File: src/rtl/spr_pkg.sv
package spr_pkg;
  // Strobes from control to the table datapath
  typedef struct packed {
    logic wrEn;      // write fill into wrIdx
    logic invEn;     // invalidate invIdx
    logic flushAll;  // clear every valid bit
  } ctlStrobes_t;

  localparam int OFF_W = 9;  // 512 small pages per 2MB region
endpackage

File: src/rtl/spr_table.sv
module spr_table
  import spr_pkg::*;
#(
  parameter int NUM_ENTRIES = 24,
  parameter int VPN_W = 36,
  parameter int PPN_W = 28,
  localparam int TAG_W = VPN_W - OFF_W,
  localparam int BASE_W = PPN_W - OFF_W,
  localparam int IDX_W = (NUM_ENTRIES > 1) ? $clog2(NUM_ENTRIES) : 1
) (
  input  logic                   clk,
  input  logic                   rstN,
  input  ctlStrobes_t            strobes,
  input  logic [IDX_W-1:0]       wrIdx,
  input  logic [IDX_W-1:0]       invIdx,
  input  logic [TAG_W-1:0]       wrTag,
  input  logic [BASE_W-1:0]      wrBase,
  input  logic [TAG_W-1:0]       lkTag,
  input  logic [TAG_W-1:0]       fillTag,
  input  logic [TAG_W-1:0]       verTag,
  output logic                   lkHit,
  output logic [BASE_W-1:0]      lkBase,
  output logic [NUM_ENTRIES-1:0] fillHitVec,
  output logic [NUM_ENTRIES-1:0] verHitVec,
  output logic [NUM_ENTRIES-1:0] validVec
);
  logic [TAG_W-1:0]       tagMem  [NUM_ENTRIES];
  logic [BASE_W-1:0]      baseMem [NUM_ENTRIES];
  logic [NUM_ENTRIES-1:0] lkHitVec;

  for (genvar i = 0; i < NUM_ENTRIES; i++) begin : g_entry
    assign lkHitVec[i]   = validVec[i] && (tagMem[i] == lkTag);
    assign fillHitVec[i] = validVec[i] && (tagMem[i] == fillTag);
    assign verHitVec[i]  = validVec[i] && (tagMem[i] == verTag);

    always_ff @(posedge clk) begin
      if (!rstN || strobes.flushAll) begin
        validVec[i] <= 1'b0;
      end else if (strobes.wrEn && wrIdx == IDX_W'(i)) begin
        validVec[i] <= 1'b1;
      end else if (strobes.invEn && invIdx == IDX_W'(i)) begin
        validVec[i] <= 1'b0;
      end
    end

    always_ff @(posedge clk) begin
      if (strobes.wrEn && !strobes.flushAll && wrIdx == IDX_W'(i)) begin
        tagMem[i]  <= wrTag;
        baseMem[i] <= wrBase;
      end
    end
  end

  // At most one entry matches a region, so an OR-reduce selects its base
  always_comb begin
    lkHit  = |lkHitVec;
    lkBase = '0;
    for (int i = 0; i < NUM_ENTRIES; i++) begin
      if (lkHitVec[i]) lkBase = lkBase | baseMem[i];
    end
  end
endmodule

File: src/rtl/spr_ctrl.sv
module spr_ctrl
  import spr_pkg::*;
#(
  parameter int NUM_ENTRIES = 24,
  parameter int VPN_W = 36,
  parameter int PPN_W = 28,
  localparam int BASE_W = PPN_W - OFF_W,
  localparam int IDX_W = (NUM_ENTRIES > 1) ? $clog2(NUM_ENTRIES) : 1
) (
  input  logic                   clk,
  input  logic                   rstN,
  input  logic                   flush,
  input  logic                   lookupValid,
  input  logic [OFF_W-1:0]       lookupOff,
  input  logic                   fillValid,
  input  logic [OFF_W-1:0]       fillVpnOff,
  input  logic [OFF_W-1:0]       fillPpnOff,
  input  logic                   verifyValid,
  input  logic [PPN_W-1:0]       verifyPredPpn,
  input  logic [PPN_W-1:0]       verifyWalkPpn,
  input  logic                   lkHit,
  input  logic [BASE_W-1:0]      lkBase,
  input  logic [NUM_ENTRIES-1:0] fillHitVec,
  input  logic [NUM_ENTRIES-1:0] verHitVec,
  input  logic [NUM_ENTRIES-1:0] validVec,
  output ctlStrobes_t            strobes,
  output logic [IDX_W-1:0]       wrIdx,
  output logic [IDX_W-1:0]       invIdx,
  output logic                   predValid,
  output logic [PPN_W-1:0]       predPpn,
  output logic                   mispredict,
  output logic                   confirmOk
);
  logic [7:0]       lfsr;
  logic [7:0]       lfsrMod;
  logic [IDX_W-1:0] freeIdx, fillIdx, victimIdx;
  logic             anyFree, fillHit, verHit, aligned;

  always_ff @(posedge clk) begin
    if (!rstN) lfsr <= 8'hA5;
    else       lfsr <= {lfsr[6:0], lfsr[7] ^ lfsr[5] ^ lfsr[4] ^ lfsr[3]};
  end

  // Lowest-index encoders: scan downwards so the smallest index wins
  always_comb begin
    freeIdx = '0;
    fillIdx = '0;
    invIdx  = '0;
    for (int i = NUM_ENTRIES - 1; i >= 0; i--) begin
      if (!validVec[i])  freeIdx = IDX_W'(i);
      if (fillHitVec[i]) fillIdx = IDX_W'(i);
      if (verHitVec[i])  invIdx  = IDX_W'(i);
    end
  end

  assign anyFree   = ~&validVec;
  assign fillHit   = |fillHitVec;
  assign verHit    = |verHitVec;
  assign lfsrMod   = lfsr % 8'(NUM_ENTRIES);
  assign victimIdx = anyFree ? freeIdx : lfsrMod[IDX_W-1:0];
  assign aligned   = (fillVpnOff == fillPpnOff);
  assign wrIdx     = fillHit ? fillIdx : victimIdx;

  assign mispredict = verifyValid && (verifyPredPpn != verifyWalkPpn);
  assign confirmOk  = verifyValid && (verifyPredPpn == verifyWalkPpn);

  always_comb begin
    strobes.flushAll = flush;
    strobes.wrEn     = fillValid && aligned && !flush;
    strobes.invEn    = mispredict && verHit && !flush;
  end

  always_ff @(posedge clk) begin
    if (!rstN) begin
      predValid <= 1'b0;
      predPpn   <= '0;
    end else begin
      predValid <= lookupValid && lkHit;
      predPpn   <= {lkBase, lookupOff};
    end
  end
endmodule

File: src/rtl/spec_resv_predictor.sv
module spec_resv_predictor
  import spr_pkg::*;
#(
  parameter int NUM_ENTRIES = 24,
  parameter int VPN_W = 36,
  parameter int PPN_W = 28
) (
  input  logic             clk,
  input  logic             rstN,
  input  logic             flush,
  input  logic             lookupValid,
  input  logic [VPN_W-1:0] lookupVpn,
  output logic             predValid,
  output logic [PPN_W-1:0] predPpn,
  input  logic             fillValid,
  input  logic [VPN_W-1:0] fillVpn,
  input  logic [PPN_W-1:0] fillPpn,
  input  logic             verifyValid,
  input  logic [VPN_W-1:0] verifyVpn,
  input  logic [PPN_W-1:0] verifyPredPpn,
  input  logic [PPN_W-1:0] verifyWalkPpn,
  output logic             mispredict,
  output logic             confirmOk
);
  localparam int TAG_W  = VPN_W - OFF_W;
  localparam int BASE_W = PPN_W - OFF_W;
  localparam int IDX_W  = (NUM_ENTRIES > 1) ? $clog2(NUM_ENTRIES) : 1;

  ctlStrobes_t            strobes;
  logic [IDX_W-1:0]       wrIdx, invIdx;
  logic                   lkHit;
  logic [BASE_W-1:0]      lkBase;
  logic [NUM_ENTRIES-1:0] fillHitVec, verHitVec, validVec;

  spr_table #(.NUM_ENTRIES(NUM_ENTRIES), .VPN_W(VPN_W), .PPN_W(PPN_W)) u_table (
    .clk        (clk),
    .rstN       (rstN),
    .strobes    (strobes),
    .wrIdx      (wrIdx),
    .invIdx     (invIdx),
    .wrTag      (fillVpn[VPN_W-1:OFF_W]),
    .wrBase     (fillPpn[PPN_W-1:OFF_W]),
    .lkTag      (lookupVpn[VPN_W-1:OFF_W]),
    .fillTag    (fillVpn[VPN_W-1:OFF_W]),
    .verTag     (verifyVpn[VPN_W-1:OFF_W]),
    .lkHit      (lkHit),
    .lkBase     (lkBase),
    .fillHitVec (fillHitVec),
    .verHitVec  (verHitVec),
    .validVec   (validVec)
  );

  spr_ctrl #(.NUM_ENTRIES(NUM_ENTRIES), .VPN_W(VPN_W), .PPN_W(PPN_W)) u_ctrl (
    .clk           (clk),
    .rstN          (rstN),
    .flush         (flush),
    .lookupValid   (lookupValid),
    .lookupOff     (lookupVpn[OFF_W-1:0]),
    .fillValid     (fillValid),
    .fillVpnOff    (fillVpn[OFF_W-1:0]),
    .fillPpnOff    (fillPpn[OFF_W-1:0]),
    .verifyValid   (verifyValid),
    .verifyPredPpn (verifyPredPpn),
    .verifyWalkPpn (verifyWalkPpn),
    .lkHit         (lkHit),
    .lkBase        (lkBase),
    .fillHitVec    (fillHitVec),
    .verHitVec     (verHitVec),
    .validVec      (validVec),
    .strobes       (strobes),
    .wrIdx         (wrIdx),
    .invIdx        (invIdx),
    .predValid     (predValid),
    .predPpn       (predPpn),
    .mispredict    (mispredict),
    .confirmOk     (confirmOk)
  );
endmodule

File: config.mk
export PLATFORM = sky130hd
export DESIGN_NAME = spec_resv_predictor
export DESIGN_NICKNAME = d
export VERILOG_FILES = /design/src/rtl/spr_pkg.sv /design/src/rtl/spr_table.sv /design/src/rtl/spr_ctrl.sv /design/src/rtl/spec_resv_predictor.sv
export SDC_FILE = /design/constraint.sdc
export NUM_CORES = 2
export LEC_CHECK = 0
export BUFFER_PORTS_ARGS = -buffer_cell sky130_fd_sc_hd__buf_4
export CORE_MARGIN = 10
export CORE_UTILIZATION = 60
export CTS_BUF_LIST = sky130_fd_sc_hd__clkbuf_8
export DETAILED_ROUTE_END_ITERATION = 16
export PLACE_DENSITY = 0.78
export SYNTH_ARGS = -nofsm -noshare
export SYNTH_HDL_FRONTEND = slang
export SYNTH_SLANG_ARGS = --single-unit
export TNS_END_PERCENT = 5
File: constraint.sdc
create_clock -name clk -period 10.1 [get_ports clk]
set_input_delay 0.505 -clock clk [delete_from_list [all_inputs] [get_ports clk]]
set_output_delay 0.505 -clock clk [all_outputs]
set_load 0.005 [all_outputs]
Word level (Yosys, flattened, before mapping)
Memories as Yosys holds them, arrays and structs flattened.
Index checks and enable logic that the tools add are counted.
- divide/modulo/power cells: 1
- equality and inequality tests: 121
- muxes and demuxes: 332
- bitwise gates (word level): 26
- reductions and logical operators: 231
- operators with widths (operator ; count):
    $eq 27x27->1 ; 72
    $mux 19 ; 47
    $mux 27 ; 23
    $reduce_or 27->1 ; 23
    $mux 5 ; 120
    $or 19x19->19 ; 23
    $reduce_or 19->1 ; 23
    $logic_and 1x1->1 ; 152
    $mux 1 ; 142
    $eq 5x4->1 const B ; 16
    $eq 5x5->1 const B ; 16
    $reduce_or 24->1 ; 3
    $reduce_bool 2->1 ; 24
    $eq 5x3->1 const B ; 8
    $eq 28x28->1 ; 1
    $ne 28x28->1 ; 1
    $reduce_and 24->1 ; 1
    $eq 5x2->1 const B ; 4
    $eq 5x1->1 const B ; 2
    $logic_not 5->1 ; 2
    $eq 9x9->1 ; 1
    $mod 8x5->8 const B ; 1
    $xor 1x1->1 ; 3
    $logic_not 1->1 ; 2
    $logic_or 1x1->1 ; 1
- register bits: 61
- bits in writable memories: 1104
- input port bits: 198
- output and inout bits: 31
- logic and storage cells: 740
- memories: 2
- memory list (name ; words ; width ; rd ports ; clocked after Yosys merged registers in ; write ports ; RTL line ; source):
    u_table.tagMem ; 24 ; 27 ; 24 ; 0 ; 1 ; spr_table.sv:27 ; logic [TAG_W-1:0] tagMem [NUM_ENTRIES];
    u_table.baseMem ; 24 ; 19 ; 24 ; 0 ; 1 ; spr_table.sv:28 ; logic [BASE_W-1:0] baseMem [NUM_ENTRIES];

Longest topological paths before layout
- depth in word-level cells: 55
- depth in mapped cells: 15
- gate-level depth less buffers: 11

Cells and area by module
A second synthesis with hierarchy kept.
- cells, all modules: 5333
- area, all modules: 64852.2 µm²
- modules (own cells, without submodules) (module ; instances ; cells an instance ; area an instance (µm²) ; seq. area each (µm²)):
    spr_table ; 1 ; 5018 ; 62389.8 ; 33632.3
    spr_ctrl ; 1 ; 315 ; 2462.4 ; 740.7

Worst setup path after synthesis
Ideal clock, no wire load.
- path type: in2reg
- start point: in fillVpn[34]
- end point: mem u_table.baseMem[0][38] in the netlist's numbering (enable)
- library setup time: 0.450 ns
- data arrival time: 5.141 ns
- required time: 9.650 ns
- path slack: 4.509 ns
- stages: 14
- path buffers: 4
- path through: buf_2 buf_2 buf_2 xnor2_1 nand4_1 a2111oi_0 nand4_1 a221oi_2 o221ai_1 a2111oi_2 nor3_1 or3_1 buf_6 nor2_1
- cells in the longest elaborated chain, start to end: 55
- elaborated cells between the ends (all ways): 239
- classes of those cells: 47 x eq/ne; 119 x mux; 73 x reduce/logical
- RTL lines (what ; RTL line ; source):
    start: declaration ; spec_resv_predictor.sv:16 ; input logic [VPN_W-1:0] fillVpn,
    $eq 27x27->1 ; spr_table.sv:33 ; assign fillHitVec[i] = validVec[i] && (tagMem[i] == fillTag);
    $logic_and 1x1->1 ; spr_table.sv:33 ;
    $mux 5 (24 in a row) ; spr_ctrl.sv:51 ; if (fillHitVec[i]) fillIdx = IDX_W'(i);
    $mux 5 * ; spr_ctrl.sv:62 ; assign wrIdx = fillHit ? fillIdx : victimIdx;
    $eq 5x1->1 ; spr_table.sv:47 ; if (strobes.wrEn && !strobes.flushAll && wrIdx == IDX_W'(i)) begin
    $logic_and 1x1->1 ; spr_table.sv:47 ;
    $mux 1 ; spr_table.sv:47 ;
    $mux 1 (implied by the code) ; spr_table.sv:49 ; baseMem[i] <= wrBase;
    $reduce_or 19->1 (no line) ; - ;
    $mux 5 (no line) / $mux 1 (equally long branches) (23 in a row) ; - ;
    end: declaration ; spr_table.sv:28 ;
Every way passes the cells marked *; elsewhere a longest branch is shown, timed or not.

Final worst setup path
- start point: in fillVpn[34]
- end point: mem u_table.baseMem[1][91] in the netlist's numbering (enable)
The elaborated chain is that of the path after synthesis.

==> impl_metrics.json <==
{
  "status": "complete, no violations",
  "netlist.area_leader.share_pct": 52.4,
  "timing.fmax_ghz": 0.159,
  "die_area_sq_um": 119000,
  "die_w_microns": 345,
  "fp-row-count": 119,
  "clkPwrFrac_pct": 39.5,
  "grt_usage_pct": 42.6,
  "numPortBuffers": 219,
  "ant_nets": 0,
  "vias": 48700,
  "synth_ff_type": "edfxtp_1",
  "antenna_found_initial": 6,
  "cts_tree": "yes",
  "powerDensity_nw_per_um2": 149,
  "ys_ff_latch": 1165,
  "p_leak_nw": 21.8,
  "via_per_inst": 7.18,
  "layout_common_cells": "xnor2_1, edfxtp_1, xor2_1, nand4_1, buf_4",
  "ys_types": 62,
  "internal-power_mw": 7.73,
  "syn_to_final_growth_pct": 11.3,
  "hold_ws_ps": 91.7,
  "final_cells": 6792,
  "drv_cap": 0,
  "vdd_ir_drop_max_uv": 162,
  "hold_viol": 0,
  "cts_sinks": 1165,
  "end_kind": "register",
  "wl_microns": 259000,
  "layout_commonest_cell": "xnor2_1",
  "htreeDepth": 4,
  "syn_avg_cell_area_sq_um": 12.6,
  "cts_setup_buffers": 0,
  "ys_warn_count": 0,
  "worst-path-max-fanout": 31,
  "switchingPower_mw": 2.79,
  "cts_buffer_depth": 3,
  "setup_viol": 0,
  "finalMaxSlewViolations": 0,
  "r2r_cells": 11,
  "cp.required_ps": 10640,
  "dp_cells": 6409,
  "grt_max_degree": 48,
  "switching_share_pct": 26.5,
  "drive_above_1_share_pct": 12.1,
  "fin_crit_sh_pct": 62.2,
  "initial_core_util_pct": 60.3,
  "ys_top_cells_by_area": "edfxtp_1, xnor2_1, xor2_1",
  "grt_pass1_vias": 46800,
  "clk_pin_slew_ps": 60,
  "relSlewSlack_pct": 25.2,
  "whs_path_depth": 2,
  "io_pins": 229,
  "rsz0062_at_grt": "false",
  "ys_seq_area_share_pct": 54.3,
  "critPathKind": "in2reg",
  "root_buffer": "clkbuf_8",
  "clock_latency_ps": 950,
  "async_reset_ff_share_pct": 0,
  "wl_per_cell_microns": 38.2,
  "drc_errors": 0,
  "core-area_sq_um": 105000,
  "combPwrFrac_pct": 10.2,
  "synth_nets": 5204,
  "grt-ovfl-total": 0,
  "firstDrtPassIters": 6,
  "syn_area_sq_um": 63300,
  "period_minus_slack_ps": 6290,
  "synthCells": 5006,
  "synth_edf_count": 1104,
  "critPathLaunchType": "input pin",
  "min_path_type": "in2reg",
  "drt_iter0_drc": 7897,
  "share_seq_of_total_power_pct": 50.3,
  "nets": 5440,
  "cts_buffers": 186,
  "place.gp.congestion": 1.02,
  "yosys.area.top_type": "edfxtp_1",
  "worst_pin_slew_ps": 1110,
  "die-height_microns": 345,
  "setup_tns_ps": 0,
  "hpwlAfterDp_microns": 152000,
  "cp.arrival_ps": 6830,
  "grt_pass1_wl_microns": 354000,
  "skew_ps": 81.0
}
[registers in the layout (all words and copies together), names as in the netlist]
name / cells
u_ctrl.predPpn: 28
u_table.validVec: 24
u_table.tagMem: 648
u_table.baseMem: 456
u_ctrl.predValid: 1
u_ctrl.lfsr: 8
[power by group through the flow]
stage / sequential [mW] / combinational [mW] / clock, mW
detailed placement: 5.39 / 1.00 / 0
floorplan: 5.39 / 0.558 / 0
finish: 5.29 / 1.07 / 4.16
CTS: 5.29 / 1.02 / 4.16
global route: 5.29 / 1.07 / 4.37
global placement: 5.39 / 0.994 / 0
[path summary, 6_finish.rpt]
path / slack (ps) / end / startpoint
max: 3810 / u_table.baseMem[1][91]$_DFFE_PP_ / fillVpn[34]
min: 90 / u_ctrl.lfsr[5]$_SDFF_PN1_ / rstN
max reg2reg: 4350 / u_table.baseMem[1][91]$_DFFE_PP_ / u_table.tagMem[2][40]$_DFFE_PP_
min reg2reg: 500 / u_ctrl.lfsr[2]$_SDFF_PN1_ / u_ctrl.lfsr[1]$_SDFF_PN0_
[per-layer routing]
layer | global-route usage (%) | up-vias | wire length [microns]
met5 | 0 | - | 0
met4 | 28.5 | 0 | 21500
li1 | - | 19100 | -
met1 | 54.3 | 23700 | 88000
met3 | 12.4 | 1253 | 40500
met2 | 62.8 | 4713 | 109000
[worst max-delay path, cell delays in order]
cell and delay (ps):
dlygate4sd3_1 540, buf_4 410, buf_4 690, xor2_1 190, nor4_1 210, or4bb_1 450, or4_1 600, nand4_1 260
nor4_1 130, and3_1 180, nor3_1 390, nand3_1 630, nor2_4 1020, buf_4 540
[cell usage after synthesis (4+ instances only)]
library cell  instances
o31a_1               27
nand4bb_1             9
nand2b_1             14
inv_1                20
buf_6                12
edfxtp_1           1104
or3_1                 6
o21ai_0              24
o211ai_1              9
nor3_1               16
a22oi_1             115
clkbuf_1            140
nor2_1               36
nor4b_1              36
buf_4                10
dfxtp_1              61
a22o_1               59
a31oi_1               8
nor2b_1               8
or2_2                 6
nand4b_1              5
a211oi_1              4
a21oi_1              12
xnor2_1            1360
nor4_1              272
or4_1                53
o21a_1               28
and2_1               18
buf_2               134
xor2_1              625
nor3b_1               4
a221oi_1             57
nor2_4                4
nand2_1              65
nand3_1              84
buf_1                23
and4_1                5
nand4_1             494
[cell families after synthesis]
family	Yosys count	share of synthesized area (%)
AO/OA/AOI/OAI	371	4.57
XOR/XNOR	1986	27.5
buffers and inverters	339	2.48
flip-flops	1165	54.3
AND/OR/NAND/NOR	1145	11.2
[layout make-up]
cell class / count / area (sq um)
clock buffer: 205 / 2820
antenna: 4 / 10.0
inverter: 20 / 75.1
sequential: 1165 / 34400
fill: 7735 / 34500
tap: 1391 / 1740
multi-input combinational: 3502 / 27700
clock inverter: 138 / 943
timing repair buffer: 367 / 2850
[per-stage QoR]
stage / instance area, sq um / util (%) / setup slack, ps / power, mW
3_5_place_dp: 66300 / 63.2 / 3530 / 6.39
3_3_place_gp: 66300 / 63.2 / 3580 / 6.38
6_report: 70500 / 67.1 / 3810 / 10.5
4_1_cts: 70500 / 67.1 / 4090 / 10.5
5_1_grt: 70500 / 67.1 / 3770 / 10.7
2_1_floorplan: 63300 / - / 4510 / 5.95
[timing repair]
action,4_1_cts,5_1_grt
hold buffers,36,0
setup endpoints to repair,0,0
hold endpoints to repair,487,0
gates resized for setup,0,0
No activity file was read; power rests on OpenSTA's default activity.
